**config.mk**
```make
export PLATFORM = sky130hd
export DESIGN_NAME = iir_lp_filter
export DESIGN_NICKNAME = d
export VERILOG_FILES = /design/src/rtl/iir_lp_pkg.sv /design/src/rtl/iir_lp_mac.sv /design/src/rtl/iir_lp_filter.sv
export SDC_FILE = /design/constraint.sdc
export NUM_CORES = 1
export LEC_CHECK = 0
export BUFFER_PORTS_ARGS = -buffer_cell sky130_fd_sc_hd__buf_2
export CAP_MARGIN = 20
export CORE_UTILIZATION = 50
export CTS_CLUSTER_SIZE = 10
export DETAILED_ROUTE_END_ITERATION = 8
export PLACE_DENSITY = 0.67
export SLEW_MARGIN = 20
export SYNTH_ARGS = -nofsm -noshare
export SYNTH_HDL_FRONTEND = slang
export SYNTH_SLANG_ARGS = --single-unit
export TNS_END_PERCENT = 10
```
**constraint.sdc**
```tcl
create_clock -name clk -period 17.8 [get_ports clk]
set_input_delay 1.78 -clock clk [delete_from_list [all_inputs] [get_ports clk]]
set_output_delay 1.78 -clock clk [all_outputs]
set_load 0.02 [all_outputs]
```
**src/rtl/iir_lp_pkg.sv**
```systemverilog
package iir_lp_pkg;
    localparam int SAMPLE_W = 12;
    localparam int FRAC_W   = 12;
    localparam int COEF_W   = 13;
    localparam int ACC_W    = 32;

    typedef logic [SAMPLE_W-1:0] sample_t;
    typedef logic [ACC_W-1:0]    acc_t;

    typedef struct packed {
        sample_t y;
        logic    vld;
    } filt_state_t;
endpackage

```
**src/rtl/iir_lp_mac.sv**
```systemverilog
module iir_lp_mac
    import iir_lp_pkg::*;
#(
    parameter int C_IN = 482,
    parameter int C_FB = 3614
) (
    input  sample_t x,
    input  sample_t y_prev,
    output sample_t y_next
);
    localparam acc_t K_IN = acc_t'(C_IN);
    localparam acc_t K_FB = acc_t'(C_FB);

    acc_t prod_in;
    acc_t prod_fb;
    acc_t acc;

    always_comb begin
        prod_in = K_IN * acc_t'(x);
        prod_fb = K_FB * acc_t'(y_prev);
        acc     = prod_in + prod_fb;
    end

    // The weights sum to 2^FRAC_W, so the upper accumulator bits stay zero.
    assign y_next = acc[FRAC_W +: SAMPLE_W];

    always_comb begin
        a_r5_no_overflow: assert (acc[ACC_W-1:FRAC_W+SAMPLE_W] == '0);
    end
endmodule

```
**src/rtl/iir_lp_filter.sv**
```systemverilog
module iir_lp_filter
    import iir_lp_pkg::*;
#(
    parameter int C_IN = 482,
    parameter int C_FB = 3614
) (
    input  logic        clk,
    input  logic        rst,
    input  logic        x_vld,
    input  logic [11:0] x_in,
    output logic [11:0] y_out,
    output logic        y_vld
);
    localparam int UNITY = 1 << FRAC_W;

    generate
        if (C_IN + C_FB != UNITY || C_IN < 0 || C_FB < 0) begin : g_bad_coef
            $error("iir_lp_filter: weights must be non-negative and sum to 4096");
        end
    endgenerate

    filt_state_t st_d, st_q;
    sample_t     y_calc;

    iir_lp_mac #(.C_IN(C_IN), .C_FB(C_FB)) u_mac (
        .x      (x_in),
        .y_prev (st_q.y),
        .y_next (y_calc)
    );

    always_comb begin
        st_d     = st_q;
        st_d.vld = x_vld;
        if (x_vld) begin
            st_d.y = y_calc;
        end
    end

    always_ff @(posedge clk) begin
        if (rst) begin
            st_q <= '0;
        end else begin
            st_q <= st_d;
        end
    end

    assign y_out = st_q.y;
    assign y_vld = st_q.vld;

    logic past_ok;
    always_ff @(posedge clk) begin
        if (rst) begin
            past_ok <= 1'b0;
        end else begin
            past_ok <= 1'b1;
        end
    end

    a_r1_reset_clears: assert property (@(posedge clk)
        rst |=> (y_out == '0 && !y_vld));

    a_r3_vld_follows: assert property (@(posedge clk) disable iff (rst)
        x_vld |=> y_vld);

    a_r3_vld_drops: assert property (@(posedge clk) disable iff (rst)
        !x_vld |=> !y_vld);

    a_r4_hold: assert property (@(posedge clk) disable iff (rst)
        (past_ok && !x_vld) |=> $stable(y_out));

    a_r6_toward_input: assert property (@(posedge clk) disable iff (rst)
        (past_ok && x_vld && x_in >= y_out) |=> (y_out >= $past(y_out) && y_out <= $past(x_in)));
endmodule

```
=== Word-level counts from Yosys, hierarchy flattened ===
Cells that the tools add are included.
W data, S select, Z words.

* Memory bits (writable): 0
* Input port bits: 15
* Flip-flop bits (word level): 13
* Logic and storage cells: 5
* Output and inout port bits: 13
* ROM bits: 0
* Bits in latches: 0
* Memories: 0

* Equality and inequality tests: 0
* Shift-type cells: 0
* $add $sub $neg: 1
* $mul: 2
* Reductions and logical operators: 0
* Divide/modulo/power cells: 0
* Mux-type cells: 0
* Order comparisons: 0
* Bitwise operators: 0

{| class="wikitable"
|+ Operators with widths
! cell !! count
|-
| $add A21 B24 Y24 || 1
|-
| $mul A11 B12 Y23 const A || 1
|-
| $mul A8 B12 Y20 const A || 1
|}

=== Longest topological paths before layout ===
Gate-level depths: netlist of the first run.

* Depth after elaboration: 2
* Depth in mapped cells: 27
* Gate-level depth less buffers: 27

=== Hierarchy ===
Synthesis of the first run repeated with hierarchy kept, for this count alone.

* Cell total of the unflattened synthesis: 562
* Area, all modules: 5311.3 um2

{| class="wikitable"
|+ Modules (own cells, without submodules)
! module !! seq. area each (um2) !! cells an instance !! times used !! area an instance (um2)
|-
| iir_lp_mac || 0.0 || 521 || 1 || 4843.4
|-
| iir_lp_filter || 260.2 || 41 || 1 || 467.9
|}

=== Worst setup path before layout of the first run ===
Ideal clock, no wire load.

* Path kind: input port to flip-flop
* From: input port x_in[0]
* To: register st_q, in the netlist y_out[11]
* Setup time: 131 ps
* Stages: 23
* Path slack: 11107 ps
* Data arrival time: 6562 ps
* Cell sequence: fa_1 > fa_1 > fa_1 > ha_1 > inv_1 > fa_1 > nor2b_1 > o21ai_1 > a21oi_1 > o21ai_1 > a21oi_1 > a41o_1 > nor2_1 > xnor2_1 > ha_1 > o21ai_1 > a21oi_1 > or3b_1 > o22ai_2 > o41ai_2 > nor3_1 > nand3b_1 > o311ai_1

* Cells in the longest elaborated chain, start to end: 2

{| class="wikitable"
|+ Ends and longest elaborated chain
! item !! RTL line !! source
|-
| from (decl) || iir_lp_filter.sv:10 || <nowiki>input logic [11:0] x_in,</nowiki>
|-
| $mul A8 B12 Y20 || iir_lp_mac.sv:19 || <nowiki>prod_in = K_IN * acc_t'(x);</nowiki>
|-
| $add A21 B24 Y24 || iir_lp_mac.sv:21 || <nowiki>acc = prod_in + prod_fb;</nowiki>
|-
| to (signal assigned) || iir_lp_filter.sv:43 || <nowiki>st_q <= st_d;</nowiki>
|-
| to (decl) || iir_lp_filter.sv:22 || <nowiki>filt_state_t st_d, st_q;</nowiki>
|}

No other way between the ends.
A chain may end at the register's enable or synchronous reset.

=== Worst setup path in the final report of the first run ===
Ends and elaborated chain as after synthesis.

==> impl_metrics.env, run 1 <==
export IMPL_place_hpwl_um=9950
export IMPL_gp_congestion=0.797
export IMPL_final_cell_mix="146 x ha_1, 131 x inv_1, 68 x fa_1"
export IMPL_setup_violations=0
export IMPL_fin_skew_ns=0.00259
export IMPL_cp_arrival_ns=7.19
export IMPL_num_antenna_cells=0
export IMPL_tns_ns=0
export IMPL_critPathBufInv=2
export IMPL_timing_final_crit_share=0.397
export IMPL_ctsHoldBuffers=0
export IMPL_max_freq_mhz=141
export IMPL_viasPerCell=5.45
export IMPL_syn_inst=608
export IMPL_fin_nets=865
export IMPL_wl_per_cell_um=14.7
export IMPL_rr_startpoint="y_out[1]"
export IMPL_yosys_register_bits=13
export IMPL_critPathTopFamily="adder cells"
export IMPL_timing_critical_path_from="x_in[0]"
export IMPL_hold_viol=0
export IMPL_overflow=0
export IMPL_final_common_cell="ha_1"
export IMPL_synth_seq_area_share=0.0466
export IMPL_crit_type="input pin to flip-flop"
export IMPL_worst_pin_slew_ns=0.518
export IMPL_drv_slew=0
export IMPL_maxCapViolCount=0
export IMPL_cts_made_buffers=3
export IMPL_worstRegToRegCells=27
export IMPL_layout_cells_non_filler=775
export IMPL_grtUsageTotal=0.218
export IMPL_synth_cell_type_count=56
export IMPL_ys_async_sr_fraction=0
export IMPL_area_delta_synth_final_pct=6.09
export IMPL_start_util=0.513
export IMPL_antenna_found_initial=0
export IMPL_ys_warn_count=0
export IMPL_timing_rr_end="y_out[11]"
export IMPL_syn_area_um2=5590
export IMPL_cpMaxStageDelayCell="fa_1"
export IMPL_die_width_um=108
export IMPL_num_rows=38
export IMPL_synth_edf_count=0
export IMPL_dpl_cell_count=771
export IMPL_die_h_um=108
export IMPL_core_um2=10900
export IMPL_insertion_delay_ns=0.24
export IMPL_status="completed"
export IMPL_antenna_left=0
export IMPL_avgSynthCellArea_um2=9.19
export IMPL_drive_above_1_share=0.0677
export IMPL_root_buffer="clkbuf_8"
export IMPL_critPathMaxStageDelay_ns=0.60
export IMPL_cp_start_kind="input pin"
export IMPL_cts_resized_gates=0
export IMPL_h_tree_depth=1
export IMPL_drt_initial_drc_count=151
export IMPL_grt_pass1_vias=4389
export IMPL_dp_slack_ns=10.53
export IMPL_wl_um=11400
export IMPL_rsz0062_at_grt="no"
export IMPL_cts_buffer_depth=2
export IMPL_relSlewSlack=0.654
export IMPL_fin_crit_ns=7.07
export IMPL_path_depth=24
export IMPL_r2r_setup_slack_ns=11.06
export IMPL_post_cts_buffers=0
export IMPL_io_buffers=27
export IMPL_critPathMaxFanout=4
export IMPL_holdPathStages=2
export IMPL_die_area_um2=11600
export IMPL_clock_sinks=13
export IMPL_synth_flop_cell="dfxtp_1"
export IMPL_crit_top_cell="fa_1"
export IMPL_clk_pin_slew_worst_paths_ns=0.06
export IMPL_grt_first_pass_wirelength_um=20100
export IMPL_syn_nets=837
export IMPL_required_ns=17.92
export IMPL_worstHoldEndpoint="y_out[2]"
export IMPL_grt_max_degree=21
export IMPL_vias=4225
export IMPL_cts_tree="built"
export IMPL_fin_ws_ns=10.73
export IMPL_route_detailed_drc=0
export IMPL_crit_chain="buf_2, fa_1, fa_1, fa_1, ha_1, inv_1, fa_1, nor2b_1, o21ai_1, a21oi_1, o21ai_1, a21oi_1, a41o_1, nor2_1, xnor2_1, ha_1, o21ai_1, a21oi_1, or3b_1, o22ai_2, o41ai_2, nor3_1, nand3b_1, o311ai_1"
export IMPL_drt_pass1_iterations=5
export IMPL_worstHoldStart="y_out[2]"
export IMPL_hold_path_class="flip-flop to flip-flop"
export IMPL_crit_path_end_kind="flip-flop"
export IMPL_ios=28
-- synthesized netlist by cell type, drive strengths merged, types with 4 or more instances --
library cell | number | area (um2)
nor2 | 28 | 105
nand3b | 4 | 30.0
xnor2 | 30 | 263
a211oi | 10 | 85.1
o21bai | 5 | 37.5
a21oi | 31 | 181
o21ai | 19 | 98.8
o311ai | 4 | 35.0
nand3 | 10 | 50.1
nor2b | 5 | 31.3
ha | 146 | 1830
inv | 131 | 492
and3 | 5 | 31.3
nor3 | 8 | 40.0
nand2 | 19 | 73.8
fa | 68 | 1360
clkbuf | 4 | 15.0
a21o | 11 | 82.6
xor2 | 7 | 61.3
dfxtp | 13 | 260
mux2i | 7 | 70.1
o211ai | 5 | 37.5
-- metal layers --
metal,track usage,vias to the layer above,part of all wire
li1,-,2101,-
met4,0.0421,0,0.020
met1,0.281,2041,0.46
met3,0.0188,18,0.026
met5,0,-,0
met2,0.396,65,0.50
-- how the worst max path moves through the flow --
stage / slack, ns / end
finish: 10.73 / y_out[11]
global route: 10.39 / y_out[10]
CTS: 10.76 / y_out[11]
detailed placement: 10.53 / y_out[11]
global placement: 10.72 / y_out[11]
floorplan: 11.11 / y_out[11]
-- state kept, by name, indices dropped and copies added (netlist names) --
signal  cells
y_out      12
y_vld       1
-- tightest hold or removal path, stage by stage (launching register included) --
cell	delay, ns
dfxtp_1	0.40
mux2i_1	0.16
nor2_1	0.05
-- cells by family after synthesis --
kind of cell,synth area share
XOR/XNOR,0.0580
flip-flops,0.0466
AO/OA/AOI/OAI,0.135
multiplexers,0.0125
adder cells (fa/ha/maj),0.570
AND/OR/NAND/NOR,0.0869
buffers and inverters,0.0907
-- area by class of cell --
class,count,area [um2]
clock buffer,4,45.0
fill,1007,4960
inverter,131,492
multi-input combinational,460,4820
sequential,13,260
tap,140,175
timing repair buffer,27,135
-- stage by stage --
stage | hold slack (ns) | area [um2] | utilization
floorplan | 0.638 | 5590 | -
global placement | 0.635 | 5880 | 0.540
detailed placement | 0.638 | 5880 | 0.540
CTS | 0.648 | 5930 | 0.545
global route | 0.677 | 5930 | 0.545
finish | 0.651 | 5930 | 0.545
Power of run 1 is not shown: default switching activity piles up to over one toggle a cycle in this logic, so the estimate is an artifact.
==> run 2: changes to the inputs <==
ABC_AREA = 1   (was not set)
clock period = 6.6 ns   (was 17.8 ns; I/O delays follow)
==> run 2 against run 1 <==
Effect of this change:
- global-route usage rose by 2.5 points
- cell count rose by 23%
- worst hold slack got worse by 0.021 ns
- highest routed layer unchanged
- non-clock buffer count increased by 3
- wire length rose by 25%
- register-to-register slack got worse by 11 ns
- first-iteration DRC count is 99% higher
- synthesized area rose by 8.5%
- clock-buffer cell count did not move
- core utilization is 1.3 points higher
- die area rose by 8.3%
- synthesized cell count up 28%
==> impl_metrics.env, run 2 <==
export IMPL_rsz0062_at_grt="no"
export IMPL_antenna_left=0
export IMPL_route_detailed_drc=0
export IMPL_place_hpwl_um=12800
export IMPL_gp_congestion=0.950
export IMPL_antenna_found_initial=0
export IMPL_setup_violations=0
export IMPL_status="completed"
export IMPL_met1_usage=0.340
export IMPL_nFillCells=1132
export IMPL_fin_skew_ns=0.00470
export IMPL_tns_ns=0
export IMPL_critPathCapture="y_out[8]"
export IMPL_clk_pin_slew_worst_paths_ns=0.05
export IMPL_synth_seq_area_share=0.0429
export IMPL_syn_area_um2=6060
export IMPL_yosys_register_bits=13
export IMPL_drive_above_1_share=0.0805
export IMPL_syn_inst=776
export IMPL_timing_critical_path_from="y_out[3]"
export IMPL_grt_first_pass_wirelength_um=24800
export IMPL_clock_sinks=13
export IMPL_cpMaxStageDelayCell="fa_1"
export IMPL_final_common_cell="inv_1"
export IMPL_fin_nets=1037
export IMPL_top_register="y_out"
export IMPL_die_area_um2=12600
export IMPL_viasPerCell=5.44
export IMPL_fin_crit_ns=6.14
export IMPL_ys_async_sr_fraction=0
export IMPL_critPathMaxFanout=6
export IMPL_maxCapViolCount=0
export IMPL_num_antenna_cells=0
export IMPL_synth_simple_area_share=0.164
export IMPL_crit_top_cell="inv_1"
export IMPL_max_freq_mhz=163
export IMPL_wl_um=14200
export IMPL_crit_path_end_kind="flip-flop"
export IMPL_regArea_um2=262
export IMPL_layout_cells_non_filler=950
export IMPL_num_rows=39
export IMPL_synth_fa_ha_area_frac=0.526
export IMPL_yosys_area_top_type="ha_1"
export IMPL_timing_final_crit_share=0.931
export IMPL_worst_pin_slew_ns=0.560
export IMPL_multi_input_area_um2=5120
export IMPL_cp_start_kind="flip-flop"
export IMPL_holdPathStages=2
export IMPL_start_util=0.522
export IMPL_cp_arrival_ns=6.28
export IMPL_largest_reg_flops=12
export IMPL_synth_cell_type_count=37
export IMPL_grt_max_degree=16
export IMPL_overflow=0
export IMPL_cts_buffer_depth=2
export IMPL_synth_flop_cell="dfxtp_1"
export IMPL_die_h_um=112
export IMPL_met3_usage=0.00810
export IMPL_yosysTopAreaCellShare=0.301
export IMPL_ys_warn_count=0
export IMPL_grt_busiest_layer="met2"
export IMPL_hold_path_class="flip-flop to flip-flop"
export IMPL_synth_compound_area_frac=0.100
export IMPL_cts_tree="built"
export IMPL_drt_initial_drc_count=300
export IMPL_vias=5171
export IMPL_relSlewSlack=0.626
export IMPL_h_tree_depth=1
export IMPL_root_buffer="clkbuf_16"
export IMPL_yosysMostFrequentCell="inv_1"
export IMPL_die_width_um=112
export IMPL_timing_rr_end="y_out[8]"
export IMPL_met2_usage=0.424
export IMPL_synthTopCellsByArea="ha_1 30%, fa_1 22%, inv_1 11%, nand2_1 7.4%, a21oi_1 4.5%"
export IMPL_avgSynthCellArea_um2=7.82
export IMPL_wl_per_cell_um=15.0
export IMPL_dpl_cell_count=946
export IMPL_grtUsageTotal=0.243
export IMPL_drv_slew=0
export IMPL_synth_edf_count=0
export IMPL_insertion_delay_ns=0.25
export IMPL_synth_top_family_by_area="adder cells"
export IMPL_rr_startpoint="y_out[3]"
export IMPL_synth_mux_area_frac=0
export IMPL_r2r_setup_slack_ns=0.46
export IMPL_io_buffers=27
export IMPL_syn_nets=1005
export IMPL_cts_made_buffers=3
export IMPL_crit_type="flip-flop to flip-flop"
export IMPL_worstRegToRegCells=27
export IMPL_post_cts_buffers=0
export IMPL_core_um2=11600
export IMPL_synthXorXnorAreaFrac=0.0520
export IMPL_critPathMaxStageDelay_ns=0.56
export IMPL_ios=28
export IMPL_area_delta_synth_final_pct=6.79
export IMPL_grt_pass1_vias=5223
export IMPL_final_cell_mix="178 x inv_1, 145 x ha_1, 119 x nand2_1"
export IMPL_drt_pass1_iterations=5
export IMPL_synth_common_cells="178 x inv_1, 146 x ha_1, 119 x nand2_1, 68 x fa_1, 55 x a21oi_1"
export IMPL_required_ns=6.74
export IMPL_hold_viol=0
==> run 2: what timing repair did <==
item	CTS	global route
gates resized for setup	0	5
hold buffers	0	0
endpoints found under the setup margin	0	4
==> run 2: per-layer routing <==
layer	wire (um)	part of all wire
met1	6810	0.48
met2	6730	0.47
met3	486	0.034
met4	220	0.015
met5	0	0
==> run 2: cells by family (layout without fill, tap and decap cells) <==
| kind of cell | after synthesis | in the layout |
|---|---|---|
| AO/OA/AOI/OAI | 109 | 109 |
| XOR/XNOR | 36 | 36 |
| adder cells (fa/ha/maj) | 214 | 214 |
| buffers and inverters | 183 | 214 |
| flip-flops | 13 | 13 |
| AND/OR/NAND/NOR | 221 | 221 |
==> run 2: through the flow <==
| step | worst slack, ns | util | area, um2 | hold slack (ns) |
|---|---|---|---|---|
| after floorplan | 0.815 | - | 6060 | 0.664 |
| after global placement | 0.176 | 0.549 | 6380 | 0.640 |
| after detailed placement | 0.214 | 0.549 | 6380 | 0.631 |
| after CTS | 0.155 | 0.556 | 6460 | 0.638 |
| after global routing | 0.0335 | 0.558 | 6480 | 0.660 |
| final | 0.456 | 0.558 | 6480 | 0.629 |
==> run 2: how the worst min path moves through the flow <==
| stage | start | end | slack (ns) |
|---|---|---|---|
| after CTS | y_out[1] | y_out[1] | 0.64 |
| final | y_out[1] | y_out[1] | 0.63 |
| after floorplan | y_out[1] | y_out[1] | 0.66 |
| after global placement | y_out[1] | y_out[1] | 0.64 |
| after detailed placement | y_out[1] | y_out[1] | 0.63 |
| after global routing | y_out[4] | y_out[4] | 0.66 |
==> run 2: final cells by class <==
cell class	count	area share
multi-input cells	580	0.791
flip-flops and latches	13	0.0404
inverters	180	0.104
repair buffers	30	0.0243
well taps	143	0.0276
clock buffers	4	0.0122
==> run 2: worst max-delay path, delay by kind of cell (launching register included) <==
family	cells	cell delay, ns
adders and majority gates	7	3.19
and+or+nand+nor	8	1.36
AOI/OAI and AO/OA	4	0.52
buffers and inverters	7	0.45
DFF	1	0.40
xor gates and xnor gates	1	0.09
Power of run 2 is left out for the same reason.
